### config.mk
export PLATFORM = sky130hd
export DESIGN_NAME = pic_cond
export DESIGN_NICKNAME = d
export VERILOG_FILES = /design/src/rtl/pic_pkg.sv /design/src/rtl/pic_polarity.sv /design/src/rtl/pic_xbar.sv /design/src/rtl/pic_chroma_share.sv /design/src/rtl/pic_cond.sv
export SDC_FILE = /design/constraint.sdc
export NUM_CORES = 1
export LEC_CHECK = 0
export BUFFER_PORTS_ARGS = -buffer_cell sky130_fd_sc_hd__buf_2
export CELL_PAD_IN_SITES_DETAIL_PLACEMENT = 1
export CELL_PAD_IN_SITES_GLOBAL_PLACEMENT = 2
export CORE_MARGIN = 10
export CORE_UTILIZATION = 36
export CTS_CLUSTER_SIZE = 25
export DETAILED_ROUTE_END_ITERATION = 16
export GPL_TIMING_DRIVEN = 0
export PLACE_DENSITY_LB_ADDON = 0.1
export SYNTH_ARGS = -nofsm -noshare
export SYNTH_HDL_FRONTEND = slang
export SYNTH_SLANG_ARGS = --single-unit
export TNS_END_PERCENT = 10
### constraint.sdc
create_clock -name clk -period 3 [get_ports clk]
set_clock_uncertainty 0.2 [all_clocks]
set_input_delay 0.3 -clock clk [delete_from_list [all_inputs] [get_ports clk]]
set_output_delay 0.3 -clock clk [all_outputs]
set_load 0.02 [all_outputs]
### src/rtl/pic_pkg.sv
package pic_pkg;
    typedef enum logic [1:0] {
        CH_EVEN = 2'd0,
        CH_ODD  = 2'd1,
        CH_AVG  = 2'd2,
        CH_RSVD = 2'd3
    } chroma_mode_e;
endpackage

### src/rtl/pic_polarity.sv
module pic_polarity #(
    parameter int NSIG = 3
) (
    input  logic [NSIG-1:0] raw_i,
    input  logic [NSIG-1:0] inv_i,
    output logic [NSIG-1:0] norm_o
);
    for (genvar i = 0; i < NSIG; i++) begin : g_sig
        assign norm_o[i] = raw_i[i] ^ inv_i[i];
    end
endmodule

### src/rtl/pic_xbar.sv
module pic_xbar #(
    parameter int COMP_W = 10,
    parameter int NCOMP  = 3,
    parameter int SEL_W  = 2
) (
    input  logic [NCOMP*COMP_W-1:0] pix_i,
    input  logic [NCOMP*SEL_W-1:0]  sel_i,
    output logic [NCOMP*COMP_W-1:0] pix_o
);
    for (genvar s = 0; s < NCOMP; s++) begin : g_slot
        logic [SEL_W-1:0] sel;
        int unsigned      idx;
        assign sel = sel_i[s*SEL_W +: SEL_W];
        always_comb begin
            idx = 32'(sel);
            if (idx >= NCOMP) begin
                idx = 0;   // out-of-range selectors fall back to component 0
            end
            pix_o[s*COMP_W +: COMP_W] = pix_i[idx*COMP_W +: COMP_W];
        end
    end
endmodule

### src/rtl/pic_chroma_share.sv
module pic_chroma_share
    import pic_pkg::*;
#(
    parameter int COMP_W = 10,
    parameter int NCHR   = 2
) (
    input  chroma_mode_e             mode_i,
    input  logic [NCHR*COMP_W-1:0]   even_i,
    input  logic [NCHR*COMP_W-1:0]   odd_i,
    output logic [NCHR*COMP_W-1:0]   pair_o
);
    for (genvar c = 0; c < NCHR; c++) begin : g_chr
        logic [COMP_W-1:0] e_v, o_v;
        logic [COMP_W:0]   sum_v;
        assign e_v   = even_i[c*COMP_W +: COMP_W];
        assign o_v   = odd_i[c*COMP_W +: COMP_W];
        assign sum_v = {1'b0, e_v} + {1'b0, o_v};
        always_comb begin
            unique case (mode_i)
                CH_ODD:  pair_o[c*COMP_W +: COMP_W] = o_v;
                CH_AVG:  pair_o[c*COMP_W +: COMP_W] = sum_v[COMP_W:1];
                default: pair_o[c*COMP_W +: COMP_W] = e_v;
            endcase
        end
    end
endmodule

### src/rtl/pic_cond.sv
module pic_cond
    import pic_pkg::*;
#(
    parameter int COMP_W = 10,
    parameter int SEL_W  = 2
) (
    input  logic                  clk,
    input  logic                  rst_n,
    input  logic                  cfg_de_inv,
    input  logic                  cfg_hs_inv,
    input  logic                  cfg_vs_inv,
    input  logic [SEL_W-1:0]      cfg_sel_y,
    input  logic [SEL_W-1:0]      cfg_sel_cb,
    input  logic [SEL_W-1:0]      cfg_sel_cr,
    input  logic                  cfg_chroma_en,
    input  logic [1:0]            cfg_chroma_mode,
    input  logic                  in_de,
    input  logic                  in_hs,
    input  logic                  in_vs,
    input  logic [3*COMP_W-1:0]   in_pix,
    output logic                  out_de,
    output logic                  out_hs,
    output logic                  out_vs,
    output logic [3*COMP_W-1:0]   out_pix
);
    localparam int NCOMP = 3;
    localparam int NCHR  = NCOMP - 1;
    localparam int PIX_W = NCOMP * COMP_W;
    localparam int CHR_W = NCHR * COMP_W;

    typedef struct packed {
        logic             a_de;
        logic             a_hs;
        logic             a_vs;
        logic [PIX_W-1:0] a_pix;
        logic             a_odd;
        logic             b_de;
        logic             b_hs;
        logic             b_vs;
        logic [PIX_W-1:0] b_pix;
        logic             b_odd;
        logic [CHR_W-1:0] pair_c;
        logic [1:0]       warm;
    } pipe_t;

    pipe_t st_d, st_q;

    logic [2:0]       sync_norm;
    logic [PIX_W-1:0] xpix;
    logic [CHR_W-1:0] pair_val;

    pic_polarity #(.NSIG(3)) u_pol (
        .raw_i  ({in_vs, in_hs, in_de}),
        .inv_i  ({cfg_vs_inv, cfg_hs_inv, cfg_de_inv}),
        .norm_o (sync_norm)
    );

    pic_xbar #(.COMP_W(COMP_W), .NCOMP(NCOMP), .SEL_W(SEL_W)) u_xbar (
        .pix_i (in_pix),
        .sel_i ({cfg_sel_cr, cfg_sel_cb, cfg_sel_y}),
        .pix_o (xpix)
    );

    // even pixel sits in stage A, its odd partner is the current input
    pic_chroma_share #(.COMP_W(COMP_W), .NCHR(NCHR)) u_share (
        .mode_i (chroma_mode_e'(cfg_chroma_mode)),
        .even_i (st_q.a_pix[PIX_W-1:COMP_W]),
        .odd_i  (xpix[PIX_W-1:COMP_W]),
        .pair_o (pair_val)
    );

    always_comb begin
        logic [CHR_W-1:0] chr;
        st_d = st_q;
        // stage A: normalised syncs, routed pixel, pair parity
        st_d.a_de  = sync_norm[0];
        st_d.a_hs  = sync_norm[1];
        st_d.a_vs  = sync_norm[2];
        st_d.a_pix = xpix;
        st_d.a_odd = sync_norm[0] & st_q.a_de & ~st_q.a_odd;
        // stage B: chroma sharing
        chr = st_q.a_pix[PIX_W-1:COMP_W];
        if (cfg_chroma_en && st_q.a_de) begin
            if (!st_q.a_odd) begin
                if (sync_norm[0]) begin
                    chr = pair_val;
                end
                st_d.pair_c = chr;
            end else begin
                chr = st_q.pair_c;
            end
        end
        st_d.b_de  = st_q.a_de;
        st_d.b_hs  = st_q.a_hs;
        st_d.b_vs  = st_q.a_vs;
        st_d.b_pix = {chr, st_q.a_pix[COMP_W-1:0]};
        st_d.b_odd = st_q.a_odd;
        if (st_q.warm != 2'd2) begin
            st_d.warm = st_q.warm + 2'd1;
        end
    end

    always_ff @(posedge clk or negedge rst_n) begin
        if (!rst_n) begin
            st_q <= '0;
        end else begin
            st_q <= st_d;
        end
    end

    assign out_de  = st_q.b_de;
    assign out_hs  = st_q.b_hs;
    assign out_vs  = st_q.b_vs;
    assign out_pix = st_q.b_pix;


    sync_delay_chk: assert property (@(posedge clk) disable iff (!rst_n)
        (st_q.warm == 2'd2) |->
            (out_de == $past(in_de ^ cfg_de_inv, 2)) &&
            (out_hs == $past(in_hs ^ cfg_hs_inv, 2)) &&
            (out_vs == $past(in_vs ^ cfg_vs_inv, 2)));


    luma_untouched_chk: assert property (@(posedge clk) disable iff (!rst_n)
        (st_q.warm == 2'd2) |-> out_pix[COMP_W-1:0] == $past(st_q.a_pix[COMP_W-1:0]));


    pair_shared_chk: assert property (@(posedge clk) disable iff (!rst_n)
        (st_q.warm == 2'd2 && out_de && st_q.b_odd &&
         $past(cfg_chroma_en) && $past(cfg_chroma_en, 2)) |->
            out_pix[PIX_W-1:COMP_W] == $past(out_pix[PIX_W-1:COMP_W]));


    odd_after_even_chk: assert property (@(posedge clk) disable iff (!rst_n)
        (st_q.warm != 2'd0 && st_q.b_odd) |-> (out_de && $past(out_de) && !$past(st_q.b_odd)));
endmodule

**After elaboration in Yosys (flattened, before gate mapping)**

Cells that the tools add are included.

- Output and inout port bits: 33
- Word-level logic and storage cells: 38
- Register bits after elaboration: 87
- Input bits: 47

- Multiplexer cells: 8
- $lt $le $gt $ge: 3
- Reduce and logical (&&, ||, !) cells: 1
- $add $sub $neg: 2
- Bitwise gates (word level): 6
- Equality and inequality tests: 2
- Multiply operators: 3
- Shift-type cells: 3

Operators by type and width:

| cell | number |
|---|---|
| variable part select 30 x 33 -> 10 bit | 3 |
| two-way mux 20 bit | 3 |
| one-hot mux 10 bit (2 select lines) | 2 |
| adder 10 x 10 -> 11 bit | 2 |
| multiplier 2 x 3 -> 5 bit (second input constant) | 3 |
| >= comparator 2 bit (second input constant) | 3 |
| two-way mux 2 bit | 3 |
| XOR 1 bit | 3 |
| AND 1 bit | 2 |
| equality test 2 x 1 -> 1 bit (second input constant) | 1 |
| equality test 2 bit (second input constant) | 1 |
| logical AND 1 bit | 1 |
| NOT 1 bit | 1 |

**Logic depth before layout (Yosys ltp)**

Gate-level depths: netlist (run 1).

- Depth in word-level cells: 9
- Gate-level depth with buffers: 13
- Mapped depth without buffers: 12

**Modules after synthesis**

From an unflattened synthesis (run 1), not the netlist that was laid out.

- Cells, all modules: 578
- Area, all modules: 5584.1 um^2

Modules (own cells, without submodules):

| module | sequential area each (um^2) | times used | area each (um^2) | cells an instance |
|---|---|---|---|---|
| pic_cond | 2177.1 | 1 | 3339.5 | 280 |
| pic_chroma_share | 0.0 | 1 | 1271.2 | 185 |
| pic_xbar | 0.0 | 1 | 947.2 | 110 |
| pic_polarity | 0.0 | 1 | 26.3 | 3 |

**Least setup slack after synthesis (run 1)**

OpenSTA, ideal clock, no wires.

- Kind: input -> register
- From: in cfg_sel_cr[0]
- To: reg st_q[19] (netlist name)
- Library setup time: 136 ps
- Data arrival time: 2622 ps
- Stages: 11
- Buffers on the path: 1
- Slack: 43 ps
- Path through: buf_6 or3b_2 o221a_2 ha_1 nor2b_1 o21a_1 o21a_1 o32a_1 xor2_1 a221oi_1 o21ai_0

RTL lines:

| item | RTL line | RTL |
|---|---|---|
| from (decl) | pic_cond.sv:14 | `input logic [SEL_W-1:0] cfg_sel_cr,` |
| to (signal assigned) | pic_cond.sv:107 | `st_q <= st_d;` |
| to (decl) | pic_cond.sv:46 | `pipe_t st_d, st_q;` |

==> run_results.csv, run 1 <==
group,metric,value,unit
logic_synthesis,syn-mean-instance-area,9.742,sq um
drt,wl,15640,um
logic_synthesis,synth_most_common_cell,"dfrtp_1",
worst_hold_path,hold_path.class,"in -> reg",
power,power,4.065,mW
clocking,htreeDepth,3,
finish,final_cell_area,0.006130,sq mm
drt,drc,0,
worst_setup_path,rr_worst_depth,6,
sta,max_freq,0.3440,GHz
worst_setup_path,r2r_slack,0.30,ns
sta,setup_tns,0,ns
place,place_worst_setup_slack,-0.5845,ns
global_routing,grt.total_usage,17.09,%
drt,via_per_inst,5.354,
power,pwr-share-clk,34.3,%
sta,fin_ws,0.09320,ns
worst_setup_path,r2r-start,"st_d[55]",
sta,worst_pin_slew,0.7395,ns
clocking,cts_post_setup_buffers_inserted,0,
drt,dr.pass1.iters,4,
power,p_leak,2.718,nW
global_routing,first_global_vias,4562,
logic_synthesis,synthCells,510,
sta,holdWs,0.03604,ns
finish,fin_util,45.74,%
logic_synthesis,async_reset_ff_share,100.0,%
worst_setup_path,crit_arrival,2.91,ns
sta,maxSlewHeadroom,50.70,%
place,dp_cells,766,
power,p_int,2.773,mW
logic_synthesis,yosys-top-cells-area,"dfrtp_1 (44%), ha_1 (5.0%), nor2_1 (4.6%)",
worst_hold_path,min_path_cells,3,
place,dp_hpwl,11790,um
worst_setup_path,critPathKind,"in -> reg",
worst_setup_path,cp-end-kind,"flop",
global_routing,grt_pass1_wl,24960,um
logic_synthesis,synth_area,0.004969,sq mm
logic_synthesis,synth_edf_count,0,
sta,layout_min_cycle_time,2.907,ns
finish,diodes,0,
clocking,cts_buffer_depth,2,
global_routing,overflow,0,
power,switching_share,31.78,%
drt,routedWlPerCell,19.90,um
clocking,cts_made_buffers,9,
worst_setup_path,slowest_stage,"or3b_2",
finish,final_nets,674,
clocking,clk_pin_slew_worst_paths,0.06,ns
worst_setup_path,rr_endpoint,"st_q[21]",
worst_setup_path,cp.required,3.00,ns
floorplan,core-area,0.01340,sq mm
clocking,ctsRootBufferMaster,"clkbuf_16",
worst_hold_path,min_from,"in_pix[2]",
floorplan,io_pins,80,
floorplan,die-area,0.01890,sq mm
power,power.density_cell_area,663.2,mW/mm^2
sta,setup_viol_count_final,0,
worst_setup_path,worstPathCellList,"buf_2 > buf_6 > or3b_2 > o221a_2 > ha_4 > nor2b_1 > o21a_1 > o21a_2 > o32a_1 > xor2_1 > a221oi_2 > a211oi_1",
logic_synthesis,ys_ff_latch,87,
sta,period_share,96.89,%
finish,finalNonFillerCells,786,
global_routing,antenna_found_initial,0,
logic_synthesis,yosysWarningCount,0,
drt,drt-initial-drc-count,285,
floorplan,initial_core_util,37.08,%
place,place.gp.congestion,0.8800,
finish,layout-drive-gt1-share,26.89,%
place,portBuffers,79,
worst_setup_path,max_stage_delay,0.44,ns
floorplan,dieWidth,137.5,um
worst_hold_path,hold-path-endpoint,"st_d[25]",
worst_setup_path,cp_num_buf_inv,2,
clocking,tritoncts,"yes",
power,max-vdd-ir-drop,0.2453,mV
drt,num_vias,4208,
finish,area_growth,23.37,%
place,placed_area,0.005614,sq mm
clocking,clock-sinks,87,
worst_setup_path,crit_family,"compound AO/OA/AOI/OAI gates",
logic_synthesis,synth.top_cell.area_share,43.82,%
floorplan,die_h,137.5,um
power,power_switching,1.292,mW
logic_synthesis,synth_common_cells,"dfrtp_1 (87), nor2_1 (61), a21oi_1 (38)",
logic_synthesis,yosysUniqueCellTypes,57,
sta,drv_slew,0,
logic_synthesis,yosysSeqAreaShare,43.82,%
flow_run,max_cap_viol_count,0,
sta,rsz0062_at_grt,"yes",
power,combPwrFrac,29.7,%
worst_setup_path,crit_fanout,10,
drt,ant_nets,0,
clocking,insertion_delay,0.35,ns
worst_setup_path,start_kind,"primary input",
power,p_seq_share,36.0,%
global_routing,grt_max_degree,56,
logic_synthesis,syn_nets,579,
floorplan,fp-row-count,42,
logic_synthesis,synth-main-ff-cell,"dfrtp_1",
sta,final_hold_viol_count,0,
logic_synthesis,synth_top_area_cell,"dfrtp_1",
run_status,status,"complete, no violations",
==> kinds of logic after synthesis <==
logic type      Yosys count  synth area share (%)
fa+ha+maj                22                 5.842
compound gates          165                 24.13
mux                      10                 2.015
flops                    87                 43.82
simple gates            144                 13.70
buf+inv                  65                 7.353
xor+xnor                 17                 3.148
==> worst register-to-register path, cell delays in order (launching register included) <==
cell and delay [ns]:
dfrtp_1 0.39, nand2_1 0.29, nor2_1 0.61, nand2_1 0.39
a221o_1 0.35, a41oi_1 0.25, nor3_1 0.10
==> registers in the layout, summed over array words and instances, names as in the netlist <==
| signal | count |
|---|---|
| out_pix | 30 |
| out_vs | 1 |
| out_de | 1 |
| out_hs | 1 |
| st_q | 40 |
| st_d | 14 |
==> per-layer routing <==
layer / share of wire [%] / GRT usage, % / vias to the layer above
met4: 1.7 / 6.557 / 0
met1: 45 / 21.88 / 2115
met3: 3.4 / 2.731 / 15
li1: - / - / 2016
met2: 50 / 28.23 / 62
met5: 0 / 0 / -
==> power by group through the flow <==
stage / logic [mW] / registers [mW] / clock network [mW]
finish: 1.21 / 1.46 / 1.39
global route: 1.34 / 1.49 / 1.48
CTS: 1.19 / 1.46 / 1.42
detailed placement: 1.17 / 1.48 / 0
global placement: 1.13 / 1.47 / 0
floorplan: 0.826 / 1.46 / 0
==> layout by cell type, fill, tap and decap left out, types with 3 or more instances in the layout <==
cell / n
nor2_1: 59
a21oi_2: 3
dfrtp_1: 87
xnor2_1: 8
nand2_1: 23
o21ai_0: 14
a221oi_1: 5
clkbuf_1: 18
a21oi_1: 36
a21o_1: 11
o22ai_1: 22
xor2_1: 7
a211oi_1: 15
or3_1: 5
bufinv_16: 4
and3_1: 7
dlygate4sd3_1: 5
o21ai_1: 9
clkbuf_16: 9
buf_4: 31
o21a_1: 15
ha_1: 17
nand2b_1: 4
inv_1: 12
mux2i_1: 10
buf_2: 79
nor3_1: 18
nor2b_1: 10
a221oi_2: 6
==> worst max path at each step <==
stage                     cells after the start          end  slack, ns     startpoint
after floorplan                              11     st_q[19]       0.04  cfg_sel_cr[0]
after global placement                       11  out_pix[27]      -0.46  cfg_sel_cr[0]
after detailed placement                     11     st_q[19]      -0.58  cfg_sel_cr[0]
after CTS                                    11  out_pix[14]       0.02  cfg_sel_cb[0]
after global routing                         10  out_pix[18]      -0.02  cfg_sel_cb[1]
final                                        12  out_pix[27]       0.09  cfg_sel_cr[0]
==> layout make-up <==
type | instances | area (sq um)
clock inverters | 7 | 143.9
well taps | 176 | 220.2
repair buffers | 85 | 475.5
fillers | 1547 | 7271
flip-flops and latches | 87 | 2177
clock buffers | 9 | 225.2
inverters | 12 | 45.04
plain buffers | 52 | 321.6
multi-input cells | 358 | 2521
==> what timing repair did <==
action,4_1_cts,5_1_grt
resized for setup,4,18
hold buffers,5,0
cloned,0,0
pin swaps,0,2
endpoints found under the setup margin,13,20
hold endpoints to repair,34,0
Note: power is estimated with default switching activity, not from simulation.
==> inputs of run 2 (changes only) <==
- PLACE_DENSITY: default -> 0.85
- PLACE_DENSITY_LB_ADDON: 0.1 -> default
- TNS_END_PERCENT: 10 -> 50
- clock period: 3 -> 2.8 ns (I/O delays scaled with it)
==> run_results.csv, run 2 (synthesized netlist as in run 1, its figures left out) <==
group,metric,value,unit
run_status,status,"finished with violations",
run_status,violations,"setup timing",
floorplan,die-area,0.01890,sq mm
worst_setup_path,r2r-start,"st_q[78]",
global_routing,grt_pass1_wl,25390,um
sta,maxSlewHeadroom,48.98,%
power,power.density_cell_area,679.9,mW/mm^2
worst_hold_path,hold_path.class,"in -> reg",
sta,worst_pin_slew,0.7653,ns
drt,ant_nets,0,
finish,mostFrequentLayoutCells,"dfrtp_1 (87), buf_2 (76), nor2_1 (53)",
finish,area_growth,30.34,%
drt,via_per_inst,5.509,
worst_setup_path,r2r_slack,0.20,ns
clocking,htreeDepth,3,
global_routing,first_global_vias,4778,
place,dp_hpwl,11800,um
floorplan,fp-row-count,42,
finish,largest_reg_flops,40,
worst_setup_path,rr_endpoint,"out_pix[25]",
drt,drc,0,
drt,dr.pass1.iters,4,
clocking,clock-sinks,87,
sta,layout_min_cycle_time,2.818,ns
finish,layout-drive-gt1-share,33.81,%
worst_setup_path,cp-end-kind,"flop",
floorplan,die_h,137.5,um
drt,drt-initial-drc-count,360,
global_routing,overflow,0,
worst_hold_path,hold-path-endpoint,"st_d[24]",
clocking,tritoncts,"yes",
worst_setup_path,critPathKind,"in -> reg",
finish,fillers,1551,
clocking,ctsRootBufferMaster,"clkbuf_16",
place,place.gp.congestion,0.8885,
sta,period_share,100.6,%
sta,drv_slew,0,
floorplan,dieWidth,137.5,um
finish,final_cell_area,0.006476,sq mm
flow_run,max_cap_viol_count,0,
drt,routedWlPerCell,20.49,um
sta,max_freq,0.3549,GHz
worst_hold_path,min_path_cells,3,
global_routing,grt.total_usage,17.18,%
worst_setup_path,rr_worst_depth,10,
worst_setup_path,crit_arrival,2.86,ns
floorplan,initial_core_util,37.08,%
finish,diodes,0,
clocking,clk_pin_slew_worst_paths,0.06,ns
worst_hold_path,min_from,"in_pix[1]",
worst_setup_path,crit_fanout,7,
drt,wl,16510,um
global_routing,antenna_found_initial,0,
sta,rsz0062_at_grt,"yes",
sta,final_hold_viol_count,0,
floorplan,core-area,0.01340,sq mm
power,max-vdd-ir-drop,0.2765,mV
worst_setup_path,start_kind,"primary input",
finish,largest-register,"st_q",
sta,setup_viol_count_final,2,
clocking,insertion_delay,0.36,ns
place,placed_area,0.005634,sq mm
place,portBuffers,79,
clocking,cts_buffer_depth,2,
worst_setup_path,cp.required,2.84,ns
drt,num_vias,4440,
finish,layout_commonest_cell,"dfrtp_1",
place,place_worst_setup_slack,-0.6097,ns
global_routing,grt_max_degree,58,
floorplan,io_pins,80,
sta,fin_ws,-0.01800,ns
clocking,cts_made_buffers,9,
finish,final_nets,694,
power,p_leak,2.847,nW
==> run 2: cell count changes in the layout (fill, tap and decap cells not counted), sizes merged <==
cell      change
buf          +21
bufinv        -2
clkinv        +2
clkinvlp      -2
clkbuf        +1
==> run 2: final cells by class <==
type	instances	area [sq um]	share of cell area, %
buffer	52	331.6	5.120
clock buffer	11	252.7	3.903
clock inverter	5	78.83	1.217
inverter	12	45.04	0.6955
multi-input combinational	358	2720	42.00
sequential	87	2177	33.62
tap	176	220.2	3.400
timing repair buffer	105	650.6	10.05
==> run 2: what timing repair did <==
action                                 CTS  global route
hold buffers                             5             0
gates resized for setup                 19            55
setup endpoints to repair               26            25
setup buffers                            7            13
endpoints found under the hold margin   32             0
pin swaps                                8            25
==> run 2: how the worst max path moves through the flow <==
stage / depth (start not counted) / endpoint / slack [ns] / from
after floorplan: 11 / st_q[19] / 0.01 / cfg_sel_cr[0]
after global placement: 11 / out_pix[17] / -0.56 / cfg_sel_cb[0]
after detailed placement: 11 / out_pix[17] / -0.61 / cfg_sel_cb[0]
after CTS: 11 / st_q[7] / 0.001 / cfg_sel_cb[0]
after global routing: 15 / out_pix[25] / -0.09 / cfg_sel_cr[0]
final: 15 / out_pix[25] / -0.02 / cfg_sel_cr[0]
==> run 2: layer usage <==
| metal | track usage, % | wire [um] |
|---|---|---|
| met1 | 19.79 | 6514 |
| met2 | 31.32 | 8849 |
| met3 | 2.586 | 743 |
| met4 | 6.265 | 405 |
| met5 | 0 | 0 |
==> run 2: critical path: stages <==
cell and delay [ns]:
buf_6 0.10, buf_8 0.13, buf_12 0.12, xor2_4 0.17
o221a_4 0.26, nand2_1 0.11, fa_2 0.27, nor2b_4 0.05
o21a_1 0.18, o21a_1 0.22, buf_4 0.15, o21a_1 0.19
or3_4 0.35, a31oi_4 0.21, nor2_1 0.07
==> run 2: metrics by stage <==
stage	utilization, %	power, mW	hold slack (ns)	setup TNS, ns	std cells
2_1_floorplan	-	2.453	-0.2156	0	510
3_3_place_gp	41.82	2.787	0.1312	-12.40	765
3_5_place_dp	42.04	2.858	0.06614	-15.90	766
4_1_cts	46.00	4.270	0.02875	0	793
5_1_grt	48.33	4.635	0.04434	-0.5438	806
6_report	48.33	4.403	0.02687	-0.03425	806
==> run 2: report_power, final <==
part	total [mW]	internal [mW]	switching, mW
Sequential	1.58	1.46	0.118
Combinational	1.47	0.657	0.814
Clock	1.36	0.831	0.526
